===== config.mk =====
export PLATFORM = sky130hd
export DESIGN_NAME = sdlc_deframer
export DESIGN_NICKNAME = d
export VERILOG_FILES = /design/src/rtl/sdlc_pkg.sv /design/src/rtl/sdlc_run_detect.sv /design/src/rtl/sdlc_bit_delay.sv /design/src/rtl/sdlc_crc16.sv /design/src/rtl/sdlc_deframer.sv
export SDC_FILE = /design/constraint.sdc
export NUM_CORES = 1
export LEC_CHECK = 0
export BUFFER_PORTS_ARGS = -buffer_cell sky130_fd_sc_hd__buf_4
export CAP_MARGIN = 20
export CORE_AREA = 2 2 92 94
export CTS_BUF_LIST = sky130_fd_sc_hd__clkbuf_4
export CTS_CLUSTER_SIZE = 40
export DETAILED_ROUTE_END_ITERATION = 12
export DIE_AREA = 0 0 94 96
export PLACE_DENSITY = 0.64
export SYNTH_ARGS = -nofsm -noshare
export SYNTH_HDL_FRONTEND = slang
export SYNTH_SLANG_ARGS = --single-unit

===== constraint.sdc =====
create_clock -name clk -period 2.7 [get_ports clk]
set_input_delay 0.405 -clock clk [delete_from_list [all_inputs] [get_ports clk]]
set_output_delay 0.405 -clock clk [all_outputs]
set_load 0.01 [all_outputs]

===== src/rtl/sdlc_pkg.sv =====
package sdlc_pkg;
  localparam int          OCTET_W    = 8;
  localparam logic [15:0] CRC_PRESET = 16'hFFFF;
  localparam logic [15:0] CRC_POLY_R = 16'h8408;
  localparam logic [15:0] CRC_GOOD   = 16'hF0B8;

  // One LSB-first step of the reflected CCITT check register.
  function automatic logic [15:0] crc16_step(input logic [15:0] crc, input logic b);
    logic fb;
    fb = crc[0] ^ b;
    crc16_step = fb ? ((crc >> 1) ^ CRC_POLY_R) : (crc >> 1);
  endfunction

  function automatic logic addr_accept(input logic [OCTET_W-1:0] a,
                                       input logic [OCTET_W-1:0] own);
    addr_accept = (a == own) || (a == {OCTET_W{1'b1}});
  endfunction
endpackage


===== src/rtl/sdlc_run_detect.sv =====
module sdlc_run_detect #(
  parameter int STUFF_RUN = 5,
  parameter int IDLE_RUN  = 15
) (
  input  logic clk,
  input  logic rst_n,
  input  logic bit_in,
  input  logic bit_vld,
  output logic ev_flag,
  output logic ev_stuff,
  output logic ev_seven,
  output logic data_push,
  output logic idle
);
  localparam int ONES_W = $clog2(IDLE_RUN + 1);
  localparam logic [ONES_W-1:0] K_STUFF = ONES_W'(STUFF_RUN);
  localparam logic [ONES_W-1:0] K_FLAG  = ONES_W'(STUFF_RUN + 1);
  localparam logic [ONES_W-1:0] K_IDLE1 = ONES_W'(IDLE_RUN - 1);
  localparam logic [ONES_W-1:0] K_SAT   = ONES_W'(IDLE_RUN);

  logic [ONES_W-1:0] ones;

  assign ev_flag   = bit_vld && !bit_in && (ones == K_FLAG);
  assign ev_stuff  = bit_vld && !bit_in && (ones == K_STUFF);
  assign ev_seven  = bit_vld &&  bit_in && (ones == K_FLAG);
  assign data_push = bit_vld && (bit_in ? (ones < K_STUFF)
                                        : ((ones != K_STUFF) && (ones != K_FLAG)));

  always_ff @(posedge clk or negedge rst_n) begin
    if (!rst_n) begin
      ones <= '0;
      idle <= 1'b0;
    end else if (bit_vld) begin
      if (bit_in) begin
        if (ones != K_SAT) ones <= ones + 1'b1;
        if (ones == K_IDLE1) idle <= 1'b1;
      end else begin
        ones <= '0;
        idle <= 1'b0;
      end
    end
  end
endmodule


===== src/rtl/sdlc_bit_delay.sv =====
module sdlc_bit_delay #(
  parameter int DEPTH = 6
) (
  input  logic clk,
  input  logic rst_n,
  input  logic clr,
  input  logic push,
  input  logic d,
  output logic commit,
  output logic c_bit
);
  localparam int FILL_W = $clog2(DEPTH + 1);
  localparam logic [FILL_W-1:0] K_FULL = FILL_W'(DEPTH);

  logic [DEPTH-1:0]  line;
  logic [FILL_W-1:0] fill;

  assign commit = push && (fill == K_FULL);
  assign c_bit  = line[0];

  always_ff @(posedge clk or negedge rst_n) begin
    if (!rst_n) begin
      line <= '0;
      fill <= '0;
    end else if (clr) begin
      fill <= '0;
    end else if (push) begin
      if (fill == K_FULL) begin
        line <= {d, line[DEPTH-1:1]};
      end else begin
        line[fill] <= d;
        fill       <= fill + 1'b1;
      end
    end
  end
endmodule


===== src/rtl/sdlc_crc16.sv =====
module sdlc_crc16 (
  input  logic        clk,
  input  logic        rst_n,
  input  logic        init,
  input  logic        en,
  input  logic        d,
  output logic [15:0] crc
);
  import sdlc_pkg::*;

  always_ff @(posedge clk or negedge rst_n) begin
    if (!rst_n)    crc <= CRC_PRESET;
    else if (init) crc <= CRC_PRESET;
    else if (en)   crc <= crc16_step(crc, d);
  end
endmodule


===== src/rtl/sdlc_deframer.sv =====
module sdlc_deframer #(
  parameter int STUFF_RUN = 5,
  parameter int IDLE_RUN  = 15,
  parameter int OCT_CNT_W = 3
) (
  input  logic       clk,
  input  logic       rst_n,
  input  logic       bit_in,
  input  logic       bit_vld,
  input  logic [7:0] station_addr,
  output logic [7:0] byte_out,
  output logic       byte_vld,
  output logic       sof,
  output logic       eof,
  output logic       frame_ok,
  output logic       crc_err,
  output logic       abort_pulse,
  output logic       idle
);
  import sdlc_pkg::*;

  localparam int HOLD_DEPTH = STUFF_RUN + 1;
  localparam logic [OCT_CNT_W-1:0] OCT_MAX   = {OCT_CNT_W{1'b1}};
  localparam logic [OCT_CNT_W-1:0] OCT_FIRST = OCT_CNT_W'(3);
  localparam logic [OCT_CNT_W-1:0] OCT_MIN   = OCT_CNT_W'(4);

  // named internal events
  logic ev_flag, ev_stuff, ev_seven, data_push;
  logic commit, c_bit, commit_in, oct_done, frame_close;
  logic fcs_ok, len_ok;
  logic [15:0] crc;

  logic                 in_frame, match;
  logic [2:0]           bitcnt;
  logic [OCTET_W-2:0]   shreg;
  logic [OCT_CNT_W-1:0] oct_cnt;
  logic [OCTET_W-1:0]   hold0, hold1, new_byte;

  sdlc_run_detect #(.STUFF_RUN(STUFF_RUN), .IDLE_RUN(IDLE_RUN)) u_run (
    .clk(clk), .rst_n(rst_n), .bit_in(bit_in), .bit_vld(bit_vld),
    .ev_flag(ev_flag), .ev_stuff(ev_stuff), .ev_seven(ev_seven),
    .data_push(data_push), .idle(idle)
  );

  sdlc_bit_delay #(.DEPTH(HOLD_DEPTH)) u_dly (
    .clk(clk), .rst_n(rst_n), .clr(ev_flag), .push(data_push && in_frame),
    .d(bit_in), .commit(commit), .c_bit(c_bit)
  );

  sdlc_crc16 u_crc (
    .clk(clk), .rst_n(rst_n), .init(ev_flag), .en(commit_in), .d(c_bit), .crc(crc)
  );

  assign commit_in   = commit && in_frame;
  assign new_byte    = {c_bit, shreg};
  assign oct_done    = commit_in && (bitcnt == 3'd7);
  assign frame_close = ev_flag && in_frame && match;
  assign fcs_ok      = (crc == CRC_GOOD);
  assign len_ok      = (bitcnt == 3'd0) && (oct_cnt >= OCT_MIN);

  always_ff @(posedge clk or negedge rst_n) begin
    if (!rst_n) begin
      in_frame <= 1'b0; match <= 1'b0; bitcnt <= '0; shreg <= '0; oct_cnt <= '0;
      hold0 <= '0; hold1 <= '0; byte_out <= '0; byte_vld <= 1'b0; sof <= 1'b0;
      eof <= 1'b0; frame_ok <= 1'b0; crc_err <= 1'b0; abort_pulse <= 1'b0;
    end else begin
      byte_vld <= 1'b0; sof <= 1'b0; eof <= 1'b0;
      frame_ok <= 1'b0; crc_err <= 1'b0; abort_pulse <= 1'b0;
      if (ev_flag) begin
        in_frame <= 1'b1;
        match    <= 1'b0;
        bitcnt   <= '0;
        oct_cnt  <= '0;
        if (frame_close) begin
          eof      <= 1'b1;
          frame_ok <= fcs_ok && len_ok;
          crc_err  <= !(fcs_ok && len_ok);
        end
      end else if (ev_seven && in_frame) begin
        in_frame    <= 1'b0;
        match       <= 1'b0;
        abort_pulse <= 1'b1;
      end else if (commit_in) begin
        shreg  <= new_byte[OCTET_W-1:1];
        bitcnt <= bitcnt + 1'b1;
        if (oct_done) begin
          if (oct_cnt != OCT_MAX) oct_cnt <= oct_cnt + 1'b1;
          hold0 <= new_byte;
          hold1 <= hold0;
          if (oct_cnt == '0) match <= addr_accept(new_byte, station_addr);
          if ((oct_cnt >= OCT_FIRST) && match) begin
            byte_out <= hold1;
            byte_vld <= 1'b1;
            sof      <= (oct_cnt == OCT_FIRST);
          end
        end
      end
    end
  end
endmodule


# Word level (Yosys, flattened, before mapping)

Cells that the tools add are included.

Register bits after elaboration: 75
Bits of input ports: 12
Output and inout bits: 15
Logic and storage cells: 136

Add/sub/neg operators: 4
$lt $le $gt $ge: 5
Equal/unequal tests: 16
Muxes and demuxes: 48
Bitwise logic cells: 4
Reductions and logical operators: 40

Operators by type and width:

| kind                                               | number |
|---|---|
| 2-to-1 mux 16 bit                                  | 3 |
| 2-to-1 mux 3 bit                                   | 11 |
| 2-to-1 mux 1 bit                                   | 29 |
| logical AND 1 bit                                  | 17 |
| == test 16 bit, second input constant              | 1 |
| AND reduction 2 bit                                | 5 |
| nonzero test 2 bit                                 | 5 |
| adder 3 x 1 -> 3 bit, second input constant        | 3 |
| nonzero test 3 bit                                 | 3 |
| == test 8 bit                                      | 1 |
| == test 8 bit, second input constant               | 1 |
| 2-to-1 mux 4 bit                                   | 2 |
| != test 4 x 3 -> 1 bit, second input constant      | 2 |
| AND reduction 4 bit                                | 2 |
| bitwise mux 6 bit                                  | 1 |
| == test 3 bit, second input constant               | 2 |
| zero test 3 bit                                    | 2 |
| 2-to-1 mux 6 bit                                   | 1 |
| AND reduction 3 bit                                | 2 |
| AND reduction 5 bit                                | 1 |
| adder 4 x 1 -> 4 bit, second input constant        | 1 |
| == test 4 x 3 -> 1 bit, second input constant      | 1 |
| == test 4 bit, second input constant               | 1 |
| < comparator 3 x 4 -> 1 bit, second input constant | 1 |
| 15 further kinds                                   | 19 |

# Longest topological paths before layout

Gate-level depths: netlist (run 1).

Depth after elaboration: 12
Mapped depth: 9
Gate-level depth less buffers: 7

# Cells and area by module

A second synthesis (run 1) with hierarchy kept.

Cell total of the unflattened synthesis: 311
Area total of the unflattened synthesis: 3742.3 µm²

By module, submodules not included:

| module          | instances | cells an instance | area an instance (µm²) | sequential area each (µm²) |
|---|---|---|---|---|
| sdlc_deframer   | 1         | 154               | 2054.5                 | 1126.1 |
| sdlc_crc16      | 1         | 56                | 740.7                  | 420.4 |
| sdlc_bit_delay  | 1         | 58                | 584.3                  | 225.2 |
| sdlc_run_detect | 1         | 43                | 362.8                  | 125.1 |

# Worst setup path after synthesis (run 1)

OpenSTA, ideal clock, no wires.

Path type: register -> register
Start: register u_run.ones[0]
End: register hold0[2]
Setup time: 125 ps
Data arrival time: 2135 ps
Required time: 2575 ps
Path slack: 441 ps
Stages on the path, launching flop included: 9
Buffers on the path: 1
Period minus slack after synthesis: 2259 ps
Path through: dfrtp_1 > inv_1 > ha_1 > and4b_1 > a21boi_0 > nand3b_1 > nor2_2 > buf_2 > mux2_2

Cells in the longest elaborated chain, start to end: 9
Elaborated cells on any way between the ends: 17
Classes of those cells: 1 x order compare; 3 x eq/ne; 1 x mux; 2 x bitwise; 10 x reduce/logical

RTL lines:

| element                                                                             | line                  | RTL |
|---|---|---|
| start, declared                                                                     | sdlc_run_detect.sv:21 | `logic [ONES_W-1:0] ones;` |
| start signal, assigned                                                              | sdlc_run_detect.sv:35 | `if (ones != K_SAT) ones <= ones + 1'b1;` |
| parallel branches: the longest is 8 deep, another holds < comparator 4 x 3 -> 1 bit | --                    |  |
| AND reduction 4 bit (no line) *                                                     | --                    |  |
| end signal, assigned                                                                | sdlc_deframer.sv:88   | `hold0 <= new_byte;` |
| end, declared                                                                       | sdlc_deframer.sv:37   | `logic [OCTET_W-1:0] hold0, hold1, new_byte;` |

Mark *: on every way between the ends.
A chain may end at the register's enable or synchronous reset.

# Final worst setup path (run 1)

Start: register u_run.ones[0]
End: register shreg[1]

Cells in the longest elaborated chain, start to end: 8
Elaborated cells on any way between the ends: 16
Classes of those cells: 1 x order compare; 3 x eq/ne; 1 x mux; 2 x bitwise; 9 x reduce/logical

RTL lines:

| element                                                                             | line                | RTL |
|---|---|---|
| parallel branches: the longest is 7 deep, another holds < comparator 4 x 3 -> 1 bit | --                  |  |
| AND reduction 3 bit (no line) *                                                     | --                  |  |
| end signal, assigned                                                                | sdlc_deframer.sv:84 | `shreg <= new_byte[OCTET_W-1:1];` |
| end, declared                                                                       | sdlc_deframer.sv:35 | `logic [OCTET_W-2:0] shreg;` |

Marks and branches as above.

==> impl_results.md, run 1 <==
* Via count at 2,417
* CP endpoint: shreg[1]
* Critical Path End Type: register
* GRT Total Usage at between 15 and 20%
* Async SR Flop Fraction at 100%
* Path type of the worst setup path: register to register
* Layout cell share with drive strength beyond 1 at 29.1%
* Setup crit start kind: register
* Antenna cells at 0
* RR Startpoint: u_run.ones[0]
* Post_cts resized at 0
* Yosys cell types at 45
* Area grow syn2layout at 12.2%
* Full die area at 0.00902 mm²
* Initial antenna violation count at 0
* Worst-path cell chain: inv_1 > ha_1 > nor2b_4 > or4b_4 > a211oi_2 > buf_4 > mux2_2
* IO buf count at 26
* Vias in the first global route at 2,257
* Place WS at just over 0.3 ns
* Critical Path Source: u_run.ones[0]
* LEAKAGE at 1.92 nW
* CP arrival at roughly 2.8 ns
* Syn Area/Cell at 11.2 µm²
* Post-Synthesis Net Count at 341
* Setup TNS at 0 ns
* Layout Nets at 371
* Worst min-delay path class: input port to asynchronous set/reset pin
* Reg-to-reg endpoint: shreg[1]
* Worst path bufs/invs at 2
* Slew HR at 39.4%
* Clk_lat worst skew at 0.43 ns
* Final Cycle Share at around 90%
* Cell family with the largest share of critical-path delay: simple AND/OR/NAND/NOR gates
* Post-CTS Setup Bufs at 0
* Crit path max fanout at 10
* WP depth at 7
* Core area at around 0.008 mm²
* Cell Pwr Density at 764 mW/mm²
* Reg clk slew, reported paths at 0.14 ns
* Die X at 94 µm
* Min Tclk post-route at 2.44 ns
* Largest net degree at the start of global routing at 76
* Global route overflow at 0
* Worst-Margin Slew at 0.909 ns
* Fmax at 410 MHz
* Total CTS buffers at 9
* Post-Route Utilization at between 40% and 50%
* Final non-filler cell total at about 460
* Max_cap viols at 0
* Slew Viols, Final at 0
* Outcome: finished clean
* RSZ-0062 raised after global routing: no
* TritonCTS clock tree: done
* VDD IR max at 0.293 mV
* Min Hold Slack at 0.0868 ns
* EDFF count, synth at 0
* DRC Markers at 0
* Post-synthesis register bit count at 75
* Site Rows at 33
* Critical path's slowest cell: or4b_4
* Post-route ant nets at 0
* Seq/Total Area, Yosys at 53.5%
* Initial detailed-routing violation count at 73
* Reg2Reg Depth at 7
* Post-Place Cells at 440
* Via density at 5.30
* Endpoints failing setup at 0
* Routed WL per cell at 14.3 µm
* Clock Skews at around 0.018 ns
* Die H at 96 µm
* Final HPWL DP at about 4500 µm
* Routability Congestion at 0.809
* Worst setup margin at roughly 0.26 ns
* Final WL at roughly 6500 µm
* Synth Warn # at 0
* First-pass GRT wire length at between 10,000 and 15,000 µm
* CTS max path bufs at 2
* Top FF cell, synth: dfrtp_1
* H-tree Lvls at 3
* Syn Inst Count at approximately 320
* I/O pin count at 27
* CP peak stage delay at 0.49 ns
* R2R Setup Slk at 0.26 ns
* Root Buffer: clkbuf_4
* Area of the mapped netlist at around 0.0035 mm²
* Pre-antenna DRT Iters at 5
* Final Hold Fails at 0
* CTS sink cnt at 75
* # hold bufs at CTS at 0
* Starting density of the core at between 40% and 50%
* Worst endpoint required time at 3.01 ns
-- cell usage after synthesis (2+ instances only) --
library cell	instances	area [µm²]
dfrtp_1	59	1480
nand2_1	46	173
mux2_2	33	372
nand3_1	21	105
o21ai_0	17	85.1
dfstp_2	16	420
ha_1	13	163
inv_1	13	48.8
a21oi_1	12	60.1
xor2_1	9	78.8
clkbuf_1	7	26.3
nor2_1	7	26.3
mux2i_1	6	60.1
buf_2	4	20.0
nor2b_1	4	25.0
a41oi_1	3	26.3
and3_1	3	18.8
nor3_1	3	15.0
nor4_1	3	18.8
o211ai_1	3	22.5
a22o_1	2	17.5
a22oi_1	2	15.0
a32oi_1	2	17.5
and2_1	2	12.5
and4b_1	2	20.0
nand2b_1	2	12.5
nand4_1	2	12.5
nor4b_1	2	17.5
xnor2_1	2	17.5
-- layout by cell type, fill, tap and decap left out, types with 3 or more instances in the layout --
master,n
o21ai_0,16
inv_6,3
buf_4,32
a41oi_1,3
nor2b_1,4
nor4_1,3
nand3_1,21
dfstp_2,16
xor2_1,9
nor3_1,3
o211ai_1,3
and3_1,3
nand2_1,46
ha_1,13
mux2_2,33
nor2_1,7
dfrtp_1,59
inv_1,13
clkbuf_4,9
mux2i_1,6
a21oi_1,12
-- sequential cells by signal, indices dropped and copies added, names as in the netlist --
signal       count
u_run.idle       1
bitcnt           3
in_frame         1
eof              1
byte_vld         1
hold0            8
u_dly.line       6
sof              1
oct_cnt          3
frame_ok         1
byte_out         8
match            1
u_dly.fill       3
abort_pulse      1
u_run.ones       4
crc_err          1
hold1            8
u_crc.crc       16
shreg            7
-- where the power goes --
group / leakage (nW) / total, W / switching, W / internal, W
clock network: 0.0653 / 0.000643 / 0.000440 / 0.000203
logic: 0.893 / 0.000728 / 0.000386 / 0.000342
registers: 0.960 / 0.00167 / 0.000244 / 0.00142
-- worst min path at each step --
stage                               to  slack, ns  cells after the start
after floorplan            abort_pulse       0.11                      0
after global placement    u_crc.crc[6]       0.48                      2
after detailed placement  u_crc.crc[7]       0.48                      2
after CTS                     hold1[4]       0.12                      1
after global routing          hold0[4]       0.15                      1
final                         hold1[4]       0.09                      1
-- per-layer routing --
metal	vias up	wire length [µm]	GRT usage (%)
met5	-	0	0
met4	0	74	5.56
met3	6	304	4.07
met2	49	2970	23.5
met1	1187	3150	22.1
li1	1175	-	-
-- cells by family (layout without fill, tap and decap cells) --
kind of cell	after synthesis	in the layout	share of synthesized area [%]
adder cells (fa/ha/maj)	13	13	4.59
AO/OA/AOI/OAI	46	46	8.12
XOR/XNOR	11	11	2.72
multiplexers	39	39	12.2
AND/OR/NAND/NOR	106	106	15.6
buffers and inverters	26	61	3.21
flip-flops	75	75	53.6
-- area by class of cell --
cell class	count	area, µm²
flip-flops and latches	75	1900
inverters	13	48.8
fillers	752	4080
clock inverters	7	57.6
clock buffers	9	67.6
well taps	105	131
repair buffers	32	240
multi-input cells	215	1530
-- per-stage QoR --
stage	power [W]	instance area, µm²
final	0.00304	3970
after global routing	0.00327	3970
after CTS	0.00308	3970
after detailed placement	0.00243	3850
after global placement	0.00239	3850
after floorplan	0.00220	3540
Note: power is estimated with default switching activity, not from simulation.
==> inputs of run 2 (changes only) <==
--- a/config.mk
+++ b/config.mk
@@ -6,13 +6,14 @@
 export NUM_CORES = 1
 export LEC_CHECK = 0
 export BUFFER_PORTS_ARGS = -buffer_cell sky130_fd_sc_hd__buf_4
-export CAP_MARGIN = 20
+export CAP_MARGIN = 30
 export CORE_AREA = 2 2 92 94
 export CTS_BUF_LIST = sky130_fd_sc_hd__clkbuf_4
 export CTS_CLUSTER_SIZE = 40
 export DETAILED_ROUTE_END_ITERATION = 12
 export DIE_AREA = 0 0 94 96
 export PLACE_DENSITY = 0.64
+export SETUP_SLACK_MARGIN = 0.4
 export SYNTH_ARGS = -nofsm -noshare
 export SYNTH_HDL_FRONTEND = slang
 export SYNTH_SLANG_ARGS = --single-unit
==> impl_results.md, run 2 (same netlist as run 1, synthesis figures left out) <==
* TritonCTS clock tree: done
* First-pass GRT wire length at roughly 11,000 µm
* Crit path max fanout at 10
* Placed Area at 0.00385 mm²
* Routability Congestion at 0.809
* CP most frequent cell: buf_6
* Routed WL per cell at 14.6 µm
* Int Pwr at 0.00199 W
* Core area at 0.00805 mm²
* IO buf count at 26
* Slew Viols, Final at 0
* Critical Path Source: u_run.ones[0]
* Final Cycle Share at 82.3%
* LEAKAGE at 1.96 nW
* Final WL at about 6800 µm
* Layout Nets at roughly 380
* Largest net degree at the start of global routing at 76
* Worst path bufs/invs at 3
* Cell Pwr Density at around 760 mW/mm²
* Reg clk slew, reported paths at around 0.14 ns
* Max_cap viols at 0
* Total CTS buffers at 9
* Site Rows at 33
* Commonest non-fill, non-tap cell in the layout: dfrtp_1
* Antenna cells at 0
* Root Buffer: clkbuf_4
* Area of all placed cells without fillers at ~0.0041 mm²
* CP peak stage delay at 0.51 ns
* Vias in the first global route at approximately 2.3k
* Switch share at 35.5%
* CTS sink cnt at 75
* Worst-Margin Slew at 0.913 ns
* Worst min-delay path class: input port to asynchronous set/reset pin
* Clock Skews at between 0.015 and 0.02 ns
* Most frequent cells in the layout: 59 x dfrtp_1, 46 x nand2_1, 33 x mux2_2, 33 x buf_4, 21 x nand3_1
* GRT Total Usage at 16.1%
* Path type of the worst setup path: register to register
* I/O pin count at 27
* Min Tclk post-route at 2.22 ns
* Setup TNS at 0 ns
* Global route overflow at 0
* Starting density of the core at 44.0%
* Most flops, register: u_crc.crc
* Outcome: finished clean
* Final Hold Fails at 0
* CP arrival at 2.53 ns
* DRC Markers at 0
* Comb pwr share at roughly a quarter
* VDD IR max at 0.296 mV
* Worst-path cell chain: inv_2 > ha_2 > nor2b_4 > or4b_4 > a211oi_4 > buf_6 > buf_6 > mux2_2
* Clk_lat worst skew at approximately 0.43 ns
* Sequential Power Share at 54.1%
* RSZ-0062 raised after global routing: yes
* Clock power share at 20.9%
* Fmax at about 450 MHz
* Worst endpoint required time at 3.01 ns
* Die H at 96 µm
* H-tree Lvls at 3
* Max reg flops at 16
* Area grow syn2layout at 14.7%
* # hold bufs at CTS at 0
* NetSw at 0.00109 W
* Pre-antenna DRT Iters at 4
* Die X at 94 µm
* Setup crit start kind: register
* Slew HR at 39.1%
* Initial detailed-routing violation count at 65
* Via density at ~5.4
* Critical path's slowest cell: or4b_4
* Layout cell share with drive strength beyond 1 at 32.3%
* Post-route ant nets at 0
* RR Startpoint: u_run.ones[0]
* Critical Path End Type: register
* Endpoints failing setup at 0
* CTS max path bufs at 2
* Initial antenna violation count at 0
* Cell family with the largest share of critical-path delay: simple AND/OR/NAND/NOR gates
* Full die area at 0.00902 mm²
* Via count at 2,467
* Final HPWL DP at 4480 µm
[run 2: cell types whose count changed in the layout (fill, tap and decap cells not counted), moves of 2 or more]
| cell | change |
|---|---|
| buf_6 | +3 |
| inv_1 | -2 |
| inv_2 | +2 |
| nor2_1 | -2 |
| nor2_2 | +2 |
[run 2: metal layers]
layer	part of all wire [%]	GRT usage (%)	wire, µm	vias up
met5	0	0	0	-
met4	1.0	5.56	70	0
li1	-	-	-	1190
met2	46	24.5	3120	44
met3	3.8	4.07	259	7
met1	49	22.6	3310	1226
[run 2: final cells by class]
cell class | instances | area, µm²
clock inverters | 7 | 57.6
flip-flops and latches | 75 | 1900
repair buffers | 36 | 282
inverters | 13 | 48.8
clock buffers | 9 | 67.6
fillers | 750 | 3990
multi-input cells | 216 | 1580
well taps | 105 | 131
[run 2: power groups by stage]
stage	registers [W]	clock network (W)	logic [W]
after global routing	0.00171	0.000724	0.000875
after floorplan	0.00160	0	0.000606
after global placement	0.00168	0	0.000703
after CTS	0.00167	0.000667	0.000769
final	0.00167	0.000643	0.000770
after detailed placement	0.00169	0	0.000739
[run 2: worst register-to-register path, delay by kind of cell, from the launching register on]
kind	cells	cell delay [ns]
AND/OR/NAND/NOR	2	0.55
flip-flops	1	0.41
buffers and inverters	3	0.39
multiplexers	1	0.34
AO/OA/AOI/OAI	1	0.22
adder cells (fa/ha/maj)	1	0.20
[run 2: worst paths after layout]
path                                 end  depth (start not counted)  slack [ns]
hold reg to reg             u_crc.crc[6]                          2        0.49
setup / recovery                shreg[1]                          8        0.48
min in group clk           u_run.ones[3]                          2        0.24
hold / removal                  hold1[4]                          1        0.09
setup reg to reg                shreg[1]                          8        0.48
max in group asynchronous    byte_out[0]                          1        2.02
[run 2: repair_timing]
action	CTS	global route
pin swaps	2	1
gates resized for setup	4	10
setup buffers	3	1
endpoints found under the setup margin	31	31
cloned	1	0
[run 2: stage by stage]
step           cells  power, W  setup WS [ns]  hold slack, ns  util (%)
2_1_floorplan    316   0.00220          0.441           0.109         -
3_3_place_gp     440   0.00239          0.343           0.480      47.8
3_5_place_dp     440   0.00243          0.308           0.483      47.8
4_1_cts          460   0.00310          0.427           0.121      50.0
5_1_grt          461   0.00331          0.376           0.148      50.5
6_report         461   0.00308          0.478          0.0904      50.5
==> inputs of run 3 (changes only) <==
--- a/config.mk
+++ b/config.mk
@@ -12,7 +12,7 @@
 export CTS_CLUSTER_SIZE = 40
 export DETAILED_ROUTE_END_ITERATION = 12
 export DIE_AREA = 0 0 94 96
-export PLACE_DENSITY = 0.64
+export PLACE_DENSITY = 0.66
 export SETUP_SLACK_MARGIN = 0.4
 export SYNTH_ARGS = -nofsm -noshare
 export SYNTH_HDL_FRONTEND = slang
==> constraint.sdc (replaced) <==
create_clock -name clk -period 2 [get_ports clk]
set_input_delay 0.3 -clock clk [delete_from_list [all_inputs] [get_ports clk]]
set_output_delay 0.3 -clock clk [all_outputs]
set_load 0.01 [all_outputs]
==> impl_results.md, run 3 (same netlist as run 1, synthesis figures left out) <==
* Outcome: finished with violations
* Failing checks: setup timing
* Placed Area at 0.00411 mm²
* Worst-Margin Slew at slightly below 0.7 ns
* Critical Path Source: u_run.ones[1]
* Fmax at 450 MHz
* Full die area at 0.00902 mm²
* First-pass GRT wire length at 12,400 µm
* Post-Route Utilization at 59.6%
* Worst hold stages at 3
* H-tree Lvls at 3
* I/O pin count at 27
* M1 GR Usage at 23.2%
* Layout Nets at 421
* Via density at 5.27
* Reg2Reg Depth at 8
* Final Cycle Share at 111%
* GR peak layer: met2
* Die H at about 96 µm
* LEAKAGE at roughly 2.3 nW
* Slew Viols, Final at 0
* Hold path startpoint: bit_vld
* Root Buffer: clkbuf_4
* Reg clk slew, reported paths at 0.13 ns
* Clock Skews at 0.0199 ns
* VDD IR max at around 0.44 mV
* CP arrival at 2.54 ns
* Largest net degree at the start of global routing at 32
* Area grow syn2layout at 35.5%
* Fillcell total at 646
* Total CTS buffers at 9
* Path type of the worst setup path: register to register
* Pre-antenna DRT Iters at 4
* Starting density of the core at between 40% and 50%
* Met2 Usage GRT at between 20 and 30%
* Commonest non-fill, non-tap cell in the layout: dfrtp_1
* Site Rows at 33
* Core area at 0.00805 mm²
* Final HPWL DP at 4920 µm
* Critical Path End Type: register
* Footprint of the multi-input gates at 0.00181 mm²
* Final non-filler cell total at ~500
* Worst min-delay path class: input port to register
* Die X at around 94 µm
* Routed WL per cell at ~16 µm
* FF/Latch Area at about 0.0019 mm²
* Vias in the first global route at 2,511
* Most flops, register: u_crc.crc
* Final Hold Fails at 0
* Initial antenna violation count at 0
* Endpoints failing setup at 39
* Met3 GRT Util at under 10%
* DRC Markers at 0
* Setup crit start kind: register
* Crit path max fanout at 5
* Antenna cells at 0
* Layout cell share with drive strength beyond 1 at between 40% and 50%
* Area of all placed cells without fillers at 0.00480 mm²
* RSZ-0062 raised after global routing: yes
* Post-Place Cells at around 460
* Post-route ant nets at 0
* GRT Total Usage at 18.0%
* Reg-to-reg endpoint: byte_out[4]
* Initial detailed-routing violation count at 140
* CTS max path bufs at 2
* Slew HR at between 50% and 60%
* Most frequent cells in the layout: 59 x dfrtp_1, 57 x buf_4, 42 x nand2_1
* Hold Path Sink: u_run.ones[3]
* Setup TNS at -6.46 ns
* Clk_lat worst skew at 0.44 ns
* RR Startpoint: u_run.ones[1]
* Place WS at -0.182 ns
* CTS sink cnt at 75
* Cell Pwr Density at around 1000 mW/mm²
* IO buf count at 26
* Final WL at 7910 µm
* Via count at approximately 2.7k
* Max_cap viols at 0
* Worst endpoint required time at about 2.3 ns
* Global route overflow at 0
* Max reg flops at 16
* Routability Congestion at between 0.8 and 0.9
* TritonCTS clock tree: done
* Worst setup margin at -0.220 ns
* Min Tclk post-route at 2.22 ns
* R2R Setup Slk at -0.22 ns
run 3: changes by cell type in the layout (fill, tap and decap cells not counted), moves of 4 or more:
cell	before	now
buf_6	3	17
nand2_1	46	42
ha_4	0	4
mux2_2	33	28
buf_4	33	57
o21ai_0	16	7
o21ai_2	0	6
mux2_4	0	5
run 3: final cells by class:
type | count | area share, %
clock buffer | 9 | 1.41
timing repair buffer | 81 | 15.8
clock inverter | 7 | 1.72
inverter | 13 | 1.02
multi-input combinational | 216 | 37.8
tap | 105 | 2.74
sequential | 75 | 39.5
run 3: report_power, final:
part | internal (W) | switching (W)
clock network | 0.000399 | 0.000595
registers | 0.00192 | 0.000319
logic | 0.000814 | 0.000759
total | 0.00314 | 0.00167
run 3: critical path, stage by stage (launching register included):
cell	delay (ns)
dfrtp_1	0.43
inv_2	0.09
ha_4	0.14
nor2b_4	0.04
or4b_4	0.50
a211oi_4	0.22
buf_6	0.15
nand4_4	0.18
mux2_4	0.36
run 3: how the worst max path moves through the flow:
stage	end	slack, ns	cells after the start
6_report	byte_out[4]	-0.22	8
5_1_grt	oct_cnt[1]	-0.28	11
3_3_place_gp	byte_out[1]	-0.14	7
3_5_place_dp	byte_out[3]	-0.18	7
4_1_cts	hold0[7]	-0.18	10
2_1_floorplan	hold0[2]	-0.09	8
run 3: repair_timing:
| item | CTS | global route |
|---|---|---|
| hold buffers | 1 | 0 |
| gates cloned | 4 | 0 |
| endpoints found under the hold margin | 16 | 0 |
| resized for setup | 44 | 34 |
| pin swaps | 9 | 13 |
| endpoints found under the setup margin | 66 | 67 |
| setup buffers | 10 | 11 |
run 3: routing by layer:
| layer | vias up | share of wire (%) |
|---|---|---|
| met5 | - | 0 |
| met4 | 0 | 1.6 |
| met3 | 9 | 3.9 |
| met2 | 54 | 49 |
| met1 | 1330 | 45 |
| li1 | 1276 | - |
run 3: metrics by stage:
step,power [W],hold WS (ns)
final,0.00481,0.236
after floorplan,0.00306,0.00441
after global placement,0.00340,0.254
after CTS,0.00467,0.208
after detailed placement,0.00345,0.260
after global routing,0.00512,0.226
